## src/rtl/rtc_pkg.sv

```systemverilog
package rtc_pkg;

  typedef enum logic [2:0] {
    FLD_SEC   = 3'd0,
    FLD_MIN   = 3'd1,
    FLD_HOUR  = 3'd2,
    FLD_DATE  = 3'd3,
    FLD_MONTH = 3'd4,
    FLD_YEAR  = 3'd5,
    FLD_WDAY  = 3'd6
  } field_e;

  localparam int NUM_FIELDS = 7;

  // two-digit BCD increment with decimal carry between digits
  function automatic logic [7:0] bcd_inc(input logic [7:0] v);
    if (v[3:0] >= 4'd9) return {v[7:4] + 4'd1, 4'd0};
    else                return {v[7:4], v[3:0] + 4'd1};
  endfunction

  // within 2000-2099 a multiple of four is a leap year
  function automatic logic year_is_leap(input logic [7:0] y);
    logic [6:0] bin;
    bin = {3'b000, y[7:4]} * 7'd10 + {3'b000, y[3:0]};
    return (bin[1:0] == 2'b00);
  endfunction

  function automatic logic [7:0] last_day(input logic [7:0] m, input logic leap);
    case (m)
      8'h02:                      return leap ? 8'h29 : 8'h28;
      8'h04, 8'h06, 8'h09, 8'h11: return 8'h30;
      default:                    return 8'h31;
    endcase
  endfunction

endpackage

```

## src/rtl/rtc_prescaler.sv

```systemverilog
module rtc_prescaler #(
  parameter int DIV = 32768
) (
  input  logic clk,
  input  logic rst_n,
  input  logic osc_en,
  input  logic clr,
  output logic step
);
  localparam int CW = (DIV > 1) ? $clog2(DIV) : 1;
  localparam logic [CW-1:0] TOP = CW'(DIV - 1);

  logic [CW-1:0] cnt;

  assign step = osc_en && !clr && (cnt == TOP);

  always_ff @(posedge clk) begin
    if (!rst_n || clr)  cnt <= '0;
    else if (step)      cnt <= '0;
    else if (osc_en)    cnt <= cnt + 1'b1;
  end
endmodule

```

## src/rtl/rtc_wrap_counter.sv

```systemverilog
module rtc_wrap_counter
  import rtc_pkg::*;
#(
  parameter logic [7:0] MINV = 8'h00,
  parameter logic [7:0] MAXV = 8'h59
) (
  input  logic       clk,
  input  logic       rst_n,
  input  logic       inc,
  input  logic       ld,
  input  logic [7:0] ld_val,
  output logic [7:0] val,
  output logic       carry
);
  logic at_top;
  assign at_top = (val >= MAXV);
  assign carry  = inc && !ld && at_top;

  always_ff @(posedge clk) begin
    if (!rst_n)   val <= MINV;
    else if (ld)  val <= ld_val;
    else if (inc) val <= at_top ? MINV : bcd_inc(val);
  end
endmodule

```

## src/rtl/rtc_date_unit.sv

```systemverilog
module rtc_date_unit
  import rtc_pkg::*;
#(
  parameter logic [7:0] WDAY_MAX = 8'h06
) (
  input  logic       clk,
  input  logic       rst_n,
  input  logic       inc,
  input  logic [7:0] month_len,
  input  logic       ld_date,
  input  logic       ld_wday,
  input  logic [7:0] ld_val,
  output logic [7:0] date,
  output logic [7:0] wday,
  output logic       carry
);
  logic date_end;
  assign date_end = (date >= month_len);
  assign carry    = inc && !ld_date && date_end;

  always_ff @(posedge clk) begin
    if (!rst_n)       date <= 8'h01;
    else if (ld_date) date <= ld_val;
    else if (inc)     date <= date_end ? 8'h01 : bcd_inc(date);
  end

  always_ff @(posedge clk) begin
    if (!rst_n)       wday <= 8'h00;
    else if (ld_wday) wday <= ld_val;
    else if (inc)     wday <= (wday >= WDAY_MAX) ? 8'h00 : wday + 8'h01;
  end
endmodule

```

## src/rtl/rtc_calendar.sv

```systemverilog
module rtc_calendar
  import rtc_pkg::*;
#(
  parameter int PRESCALE_DIV = 32768
) (
  input  logic       clk,
  input  logic       rst_n,
  input  logic       osc_en,
  input  logic       wr_en,
  input  logic [2:0] wr_sel,
  input  logic [7:0] wr_data,
  output logic [7:0] secs,
  output logic [7:0] mins,
  output logic [7:0] hours,
  output logic [7:0] mday,
  output logic [7:0] month,
  output logic [7:0] year,
  output logic [7:0] wday
);
  localparam int NTIME = 3;
  localparam logic [7:0] TIME_MAX [NTIME] = '{8'h59, 8'h59, 8'h23};

  logic                  sec_tick;
  logic [NUM_FIELDS-1:0] ld;
  logic [NTIME:0]        tchain;
  logic [7:0]            tval [NTIME];
  logic                  date_carry, month_carry, year_carry;
  logic [7:0]            mlen;

  always_comb begin
    ld = '0;
    if (wr_en && (wr_sel < 3'(NUM_FIELDS))) ld[wr_sel] = 1'b1;
  end

  rtc_prescaler #(.DIV(PRESCALE_DIV)) u_pre (
    .clk(clk), .rst_n(rst_n), .osc_en(osc_en), .clr(wr_en), .step(sec_tick)
  );

  assign tchain[0] = sec_tick;

  for (genvar g = 0; g < NTIME; g++) begin : g_time
    rtc_wrap_counter #(.MINV(8'h00), .MAXV(TIME_MAX[g])) u_cnt (
      .clk(clk), .rst_n(rst_n), .inc(tchain[g]), .ld(ld[g]),
      .ld_val(wr_data), .val(tval[g]), .carry(tchain[g+1])
    );
  end

  assign secs  = tval[FLD_SEC];
  assign mins  = tval[FLD_MIN];
  assign hours = tval[FLD_HOUR];

  assign mlen = last_day(month, year_is_leap(year));

  rtc_date_unit u_date (
    .clk(clk), .rst_n(rst_n), .inc(tchain[NTIME]), .month_len(mlen),
    .ld_date(ld[FLD_DATE]), .ld_wday(ld[FLD_WDAY]), .ld_val(wr_data),
    .date(mday), .wday(wday), .carry(date_carry)
  );

  rtc_wrap_counter #(.MINV(8'h01), .MAXV(8'h12)) u_month (
    .clk(clk), .rst_n(rst_n), .inc(date_carry), .ld(ld[FLD_MONTH]),
    .ld_val(wr_data), .val(month), .carry(month_carry)
  );

  rtc_wrap_counter #(.MINV(8'h00), .MAXV(8'h99)) u_year (
    .clk(clk), .rst_n(rst_n), .inc(month_carry), .ld(ld[FLD_YEAR]),
    .ld_val(wr_data), .val(year), .carry(year_carry)
  );

  // year overflow has nowhere to go: the century is fixed
  logic unused_carry;
  assign unused_carry = year_carry;
endmodule

```

## config.mk

```make
export PLATFORM = sky130hd
export DESIGN_NAME = rtc_calendar
export DESIGN_NICKNAME = d
export VERILOG_FILES = /design/src/rtl/rtc_pkg.sv /design/src/rtl/rtc_prescaler.sv /design/src/rtl/rtc_wrap_counter.sv /design/src/rtl/rtc_date_unit.sv /design/src/rtl/rtc_calendar.sv
export SDC_FILE = /design/constraint.sdc
export NUM_CORES = 1
export LEC_CHECK = 0
export ABC_CLOCK_PERIOD_IN_PS = 9200
export BUFFER_PORTS_ARGS = -buffer_cell sky130_fd_sc_hd__buf_2
export CAP_MARGIN = 10
export CORE_ASPECT_RATIO = 0.9
export CORE_MARGIN = 4
export CORE_UTILIZATION = 46
export DETAILED_ROUTE_END_ITERATION = 10
export MAX_ROUTING_LAYER = met4
export PLACE_DENSITY = 0.73
export SYNTH_ARGS = -nofsm -noshare
export SYNTH_HDL_FRONTEND = slang
export SYNTH_HIERARCHICAL = 1
export SYNTH_SLANG_ARGS = --single-unit
export TNS_END_PERCENT = 30
```

## constraint.sdc

```tcl
create_clock -name clk -period 9.2 [get_ports clk]
set_input_delay 1.84 -clock clk [delete_from_list [all_inputs] [get_ports clk]]
set_output_delay 1.84 -clock clk [all_outputs]
set_load 0.1 [all_outputs]
```

-- After elaboration in Yosys (flattened, before gate mapping)
Cells that the tools add are included.
- output and inout bits: 56
- register bits after elaboration: 71
- reductions and logical operators: 44
- $mul: 1
- $lt $le $gt $ge: 16
- multiplexer cells: 32
- add/subtract/negate cells: 15
- eq/ne operators: 6
- operators by type and width (operator ; number):
    8-bit 2-to-1 mux ; 27
    4-bit by 1-bit adder with 4-bit output, second input constant ; 12
    4-bit >= comparator, second input constant ; 6
    3-bit nonzero test ; 6
    8-bit by 3-bit equality test with 1-bit output, second input constant ; 2
    8-bit by 7-bit >= comparator with 1-bit output, second input constant ; 2
    15-bit by 1-bit adder with 15-bit output, second input constant ; 1
    15-bit equality test, second input constant ; 1
    1-bit logical AND ; 14
    2-bit nonzero test ; 7
    2-bit AND reduction ; 6
    5-bit case mux with 2 select lines ; 1
    8-bit by 1-bit adder with 8-bit output, second input constant ; 1
    8-bit by 2-bit equality test with 1-bit output, second input constant ; 1
    8-bit by 4-bit equality test with 1-bit output, second input constant ; 1
    8-bit by 5-bit equality test with 1-bit output, second input constant ; 1
    8-bit by 3-bit >= comparator with 1-bit output, second input constant ; 1
    8-bit by 5-bit >= comparator with 1-bit output, second input constant ; 1
    8-bit by 6-bit >= comparator with 1-bit output ; 1
    8-bit by 6-bit >= comparator with 1-bit output, second input constant ; 1
    8-bit >= comparator, second input constant ; 1
    1-bit zero test ; 7
    7-bit 2-to-1 mux ; 1
    3-bit by 4-bit less-than comparator with 1-bit output, second input constant ; 1
    other kinds (10) ; 11

-- Depth between registers and ports, before layout
- word-level depth: 18
- mapped depth: 23
- depth with buffers taken out: 18

-- Cells and area by module
The synthesis kept the hierarchy.
- modules (own cells, without submodules) (module ; times used ; cells an instance ; area each (µm²)):
    rtc_date_unit ; 1 ; 154 ; 1188.6
    rtc_wrap_counter (g_time[0].u_cnt ...) ; 2 ; 73 ; 580.6
    rtc_prescaler ; 1 ; 79 ; 713.2
    rtc_wrap_counter (u_year) ; 1 ; 74 ; 601.8
    rtc_wrap_counter (u_month) ; 1 ; 69 ; 573.0
    rtc_wrap_counter (g_time[2].u_cnt) ; 1 ; 68 ; 570.5
    rtc_calendar ; 1 ; 25 ; 150.1

-- Least setup slack after synthesis
No wires, ideal clock.
- path type: input to register
- from: input port osc_en
- to: register u_year.val[6]
- setup time: 0.115 ns
- slack: 3.022 ns
- data required time: 9.085 ns
- stages on the path: 23
- arrival time: 6.063 ns
- cells stage by stage: buf_2 -> nand4_4 -> or4_4 -> nor3_1 -> buf_2 -> inv_1 -> nor3_1 -> buf_2 -> inv_1 -> nor3_1 -> inv_1 -> nor2_1 -> o21a_1 -> clkbuf_1 -> nand2_1 -> nor2_1 -> buf_2 -> nor3b_1 -> buf_6 -> o211a_1 -> a311o_1 -> o221ai_2 -> and2_1
- word-level cells in the longest chain between the ends: 14
- RTL lines (item ; line ; text):
    start, declared ; rtc_calendar.sv:8 ; input logic osc_en,
    1-bit logical AND (2 in series) ; rtc_prescaler.sv:15 ; assign step = osc_en && !clr && (cnt == TOP);
    via sec_tick ; rtc_calendar.sv:23 ; logic sec_tick;
    1-bit logical AND (2 in series) ; rtc_wrap_counter.sv:17 ; assign carry = inc && !ld && at_top;
    via tchain[1] ; rtc_calendar.sv:25 ; logic [NTIME:0] tchain;
    1-bit logical AND (2 in series) ; rtc_wrap_counter.sv:17 ;
    via tchain[2] ; rtc_calendar.sv:25 ;
    1-bit logical AND (2 in series) ; rtc_wrap_counter.sv:17 ;
    via tchain[3] ; rtc_calendar.sv:25 ;
    1-bit logical AND (2 in series) ; rtc_date_unit.sv:19 ; assign carry = inc && !ld_date && date_end;
    via date_carry ; rtc_calendar.sv:27 ; logic date_carry, month_carry, year_carry;
    1-bit logical AND (2 in series) ; rtc_wrap_counter.sv:17 ;
    via month_carry ; rtc_calendar.sv:27 ;
    2-bit nonzero test (no line) ; - ;
    2-bit AND reduction (no line) ; - ;
    end signal, assigned ; rtc_wrap_counter.sv:21 ; else if (ld) val <= ld_val;
    end signal, assigned ; rtc_wrap_counter.sv:22 ; else if (inc) val <= at_top ? MINV : bcd_inc(val);
    end, declared ; rtc_wrap_counter.sv:12 ; output logic [7:0] val,
The timed path passes the listed nets, and every way through them passes these cells.
A chain may end at the register's enable or synchronous reset.

-- Final worst setup path
- from: input port osc_en
- to: register u_year.val[5]
The elaborated chain is that of the path after synthesis.

==> impl_metrics.ini <==
[global_routing]
grt_start_max_net_pins = 50
antenna_found_initial = 0
grt_pass1_wl_um = 20900
grt_pass1_vias = 4247
track_usage_pct = 21.1
grt_overflow = 0

[final_layout]
fill_cells = 1005
area_growth_pct = 14.7
nets = 731
antenna_cells = 0
drive_above_1_share_pct = 16.9

[detailed_routing]
met1_length_um = 5750
highest_layer = met4
drt_wl_total_um = 12700
wl_met2_um = 6120
drt-initial-drc-count = 352
drcViolationCount = 0
met3_length_um = 607
ant_nets = 0
routedWlPerCell_um = 15.7
num_vias = 4649
dr.pass1.iters = 5
viasPerCell = 5.75

[hold_path]
hp-start = g_time[2].u_cnt/val[7]$_SDFFE_PN0P_
holdPathStages = 2
holdCritPathClass = flip-flop to flip-flop

[power_and_ir_drop]
p_clk_share_pct = 44.3
design_power_total_uw = 818
internal_power_uw = 578
p_sw_uw = 239
p_per_area_mw_per_mm2 = 144
leakagePower_nw = 2.33
p_comb_share_pct = 15.5
seqPwrFrac_pct = 40.1
swShare_pct = 29.3
ir_worst_vdd_uv = 80.5

[synthesis]
synthCells = 612
netlist_area_mm2 = 0.00494
synth_area_per_cell_um2 = 8.08
ys_warn_count = 6

[floorplanning]
die-area_mm2 = 0.0125
die_width_um = 117
io_pins = 71
core_region_area_mm2 = 0.0104
initial_core_util_pct = 47.6
die_h_um = 106
num_rows = 35

[placement]
io_buffers = 70
post-place-ws_ps = 1300
gp_congestion = 0.899
dp_hpwl_um = 9220

[cts]
clk_pin_slew_ps = 50
post_cts_buffers = 0
cts_resized = 0
cts_tree = yes
cts_inserted_buffers = 9
htree_levels = 3
clk_latency_ps = 340
cts_root_buf = clkbuf_16
clock_path_buffers = 2
clkSinkCount = 71
holdBufCountCts = 0

[sta]
drv_slew = 0
min_period_ps = 7660
max_clock_freq_mhz = 131
grt_setup_unrepaired = false
clock-skew-final_ps = 5.52
layout_setup_ws_ps = 1540
final_hold_viol_count = 0
hold_slack_ps = 481
setup_viol = 0
relSlewSlack_pct = 33.7
worst_pin_slew_ps = 991
post-route-period-util_pct = 83.3
tns_ps = 0

[setup_path]
cp.required_ps = 9430
criticalPathCategory = input pin to flip-flop
crit_start = osc_en
reg2reg_depth = 19
reg2reg_from = u_pre/cnt[0]$_SDFFE_PP0P_
critPathArrivalTime_ps = 7890
start_kind = input pin
cp-end-kind = flip-flop
worstPathMaxFanout = 15

[outcome]
status = finished clean

[run]
maxCapViolations = 0
[flip-flops by register name, indices dropped and copies added (netlist names)]
signal	cells
g_time.u_cnt/val	24
u_pre/cnt	15
u_date/date	8
u_date/wday	8
u_month/val	8
u_year/val	8
[cell usage in the layout (no fill, tap or decap), drive strengths merged, types with 7 or more instances in the layout]
| cell type | n |
|---|---|
| buf | 73 |
| a21oi | 55 |
| inv | 51 |
| o22ai | 7 |
| nor4 | 10 |
| and3 | 13 |
| ha | 41 |
| xnor2 | 19 |
| nor3 | 24 |
| nor2b | 7 |
| xor2 | 8 |
| dfxtp | 71 |
| and2 | 15 |
| nand2b | 7 |
| o21a | 7 |
| nor3b | 19 |
| clkbuf | 13 |
| o21ai | 27 |
| nand2 | 33 |
| nand4 | 13 |
| nand3 | 27 |
| a21boi | 7 |
| mux2i | 7 |
| nor2 | 44 |
[path summary, 6_finish.rpt]
path	slack [ps]	to
worst max-delay path	1540	u_year/val[5]$_SDFFE_PN0P_
worst min-delay path	480	g_time[2].u_cnt/val[7]$_SDFFE_PN0P_
worst max register to register	2610	u_year/val[5]$_SDFFE_PN0P_
worst min register to register	480	g_time[2].u_cnt/val[7]$_SDFFE_PN0P_
[power by group through the flow]
stage,clock (mW),sequential [mW],combinational [mW]
finish,0.362,0.328,0.127
global route,0.383,0.330,0.137
CTS,0.371,0.328,0.127
detailed placement,0,0.335,0.127
global placement,0,0.334,0.125
floorplan,0,0.381,0.0510
[critical path, stage by stage]
cell and delay [ps]:
buf_2 160, nand4_4 160, or4_4 560, nor3_1 790
inv_1 180, nor3_1 750, inv_1 170, nor3_1 440
inv_1 190, nor2_1 260, o21a_1 420, nand2_1 130
nor2_1 120, buf_4 210, nor3b_1 740, o211a_1 260
a311o_1 230, o211ai_1 130, o211a_1 140
[cell type report]
class | instances | area (um^2) | share of cell area [%]
clock buffers | 13 | 270 | 4.77
clock inverters | 3 | 40.0 | 0.706
inverters | 51 | 191 | 3.38
multi-input cells | 469 | 3210 | 56.7
flip-flops and latches | 71 | 1420 | 25.1
well taps | 129 | 161 | 2.85
repair buffers | 73 | 373 | 6.58
[per-layer routing]
| metal | global-route usage [%] | vias up |
|---|---|---|
| met1 | 27.3 | 2190 |
| met5 | - | - |
| met3 | 4.38 | 15 |
| met2 | 33.1 | 128 |
| li1 | - | 2316 |
| met4 | 6.39 | 0 |
[per-stage QoR]
| step | instance area [um^2] | cells | util [%] |
|---|---|---|---|
| 3_3_place_gp | 5360 | 793 | 51.6 |
| 3_5_place_dp | 5360 | 793 | 51.6 |
| 5_1_grt | 5670 | 809 | 54.6 |
| 4_1_cts | 5670 | 809 | 54.6 |
| 6_report | 5670 | 809 | 54.6 |
| 2_1_floorplan | 4950 | 615 | - |
Note: power is estimated with default switching activity, not from simulation.
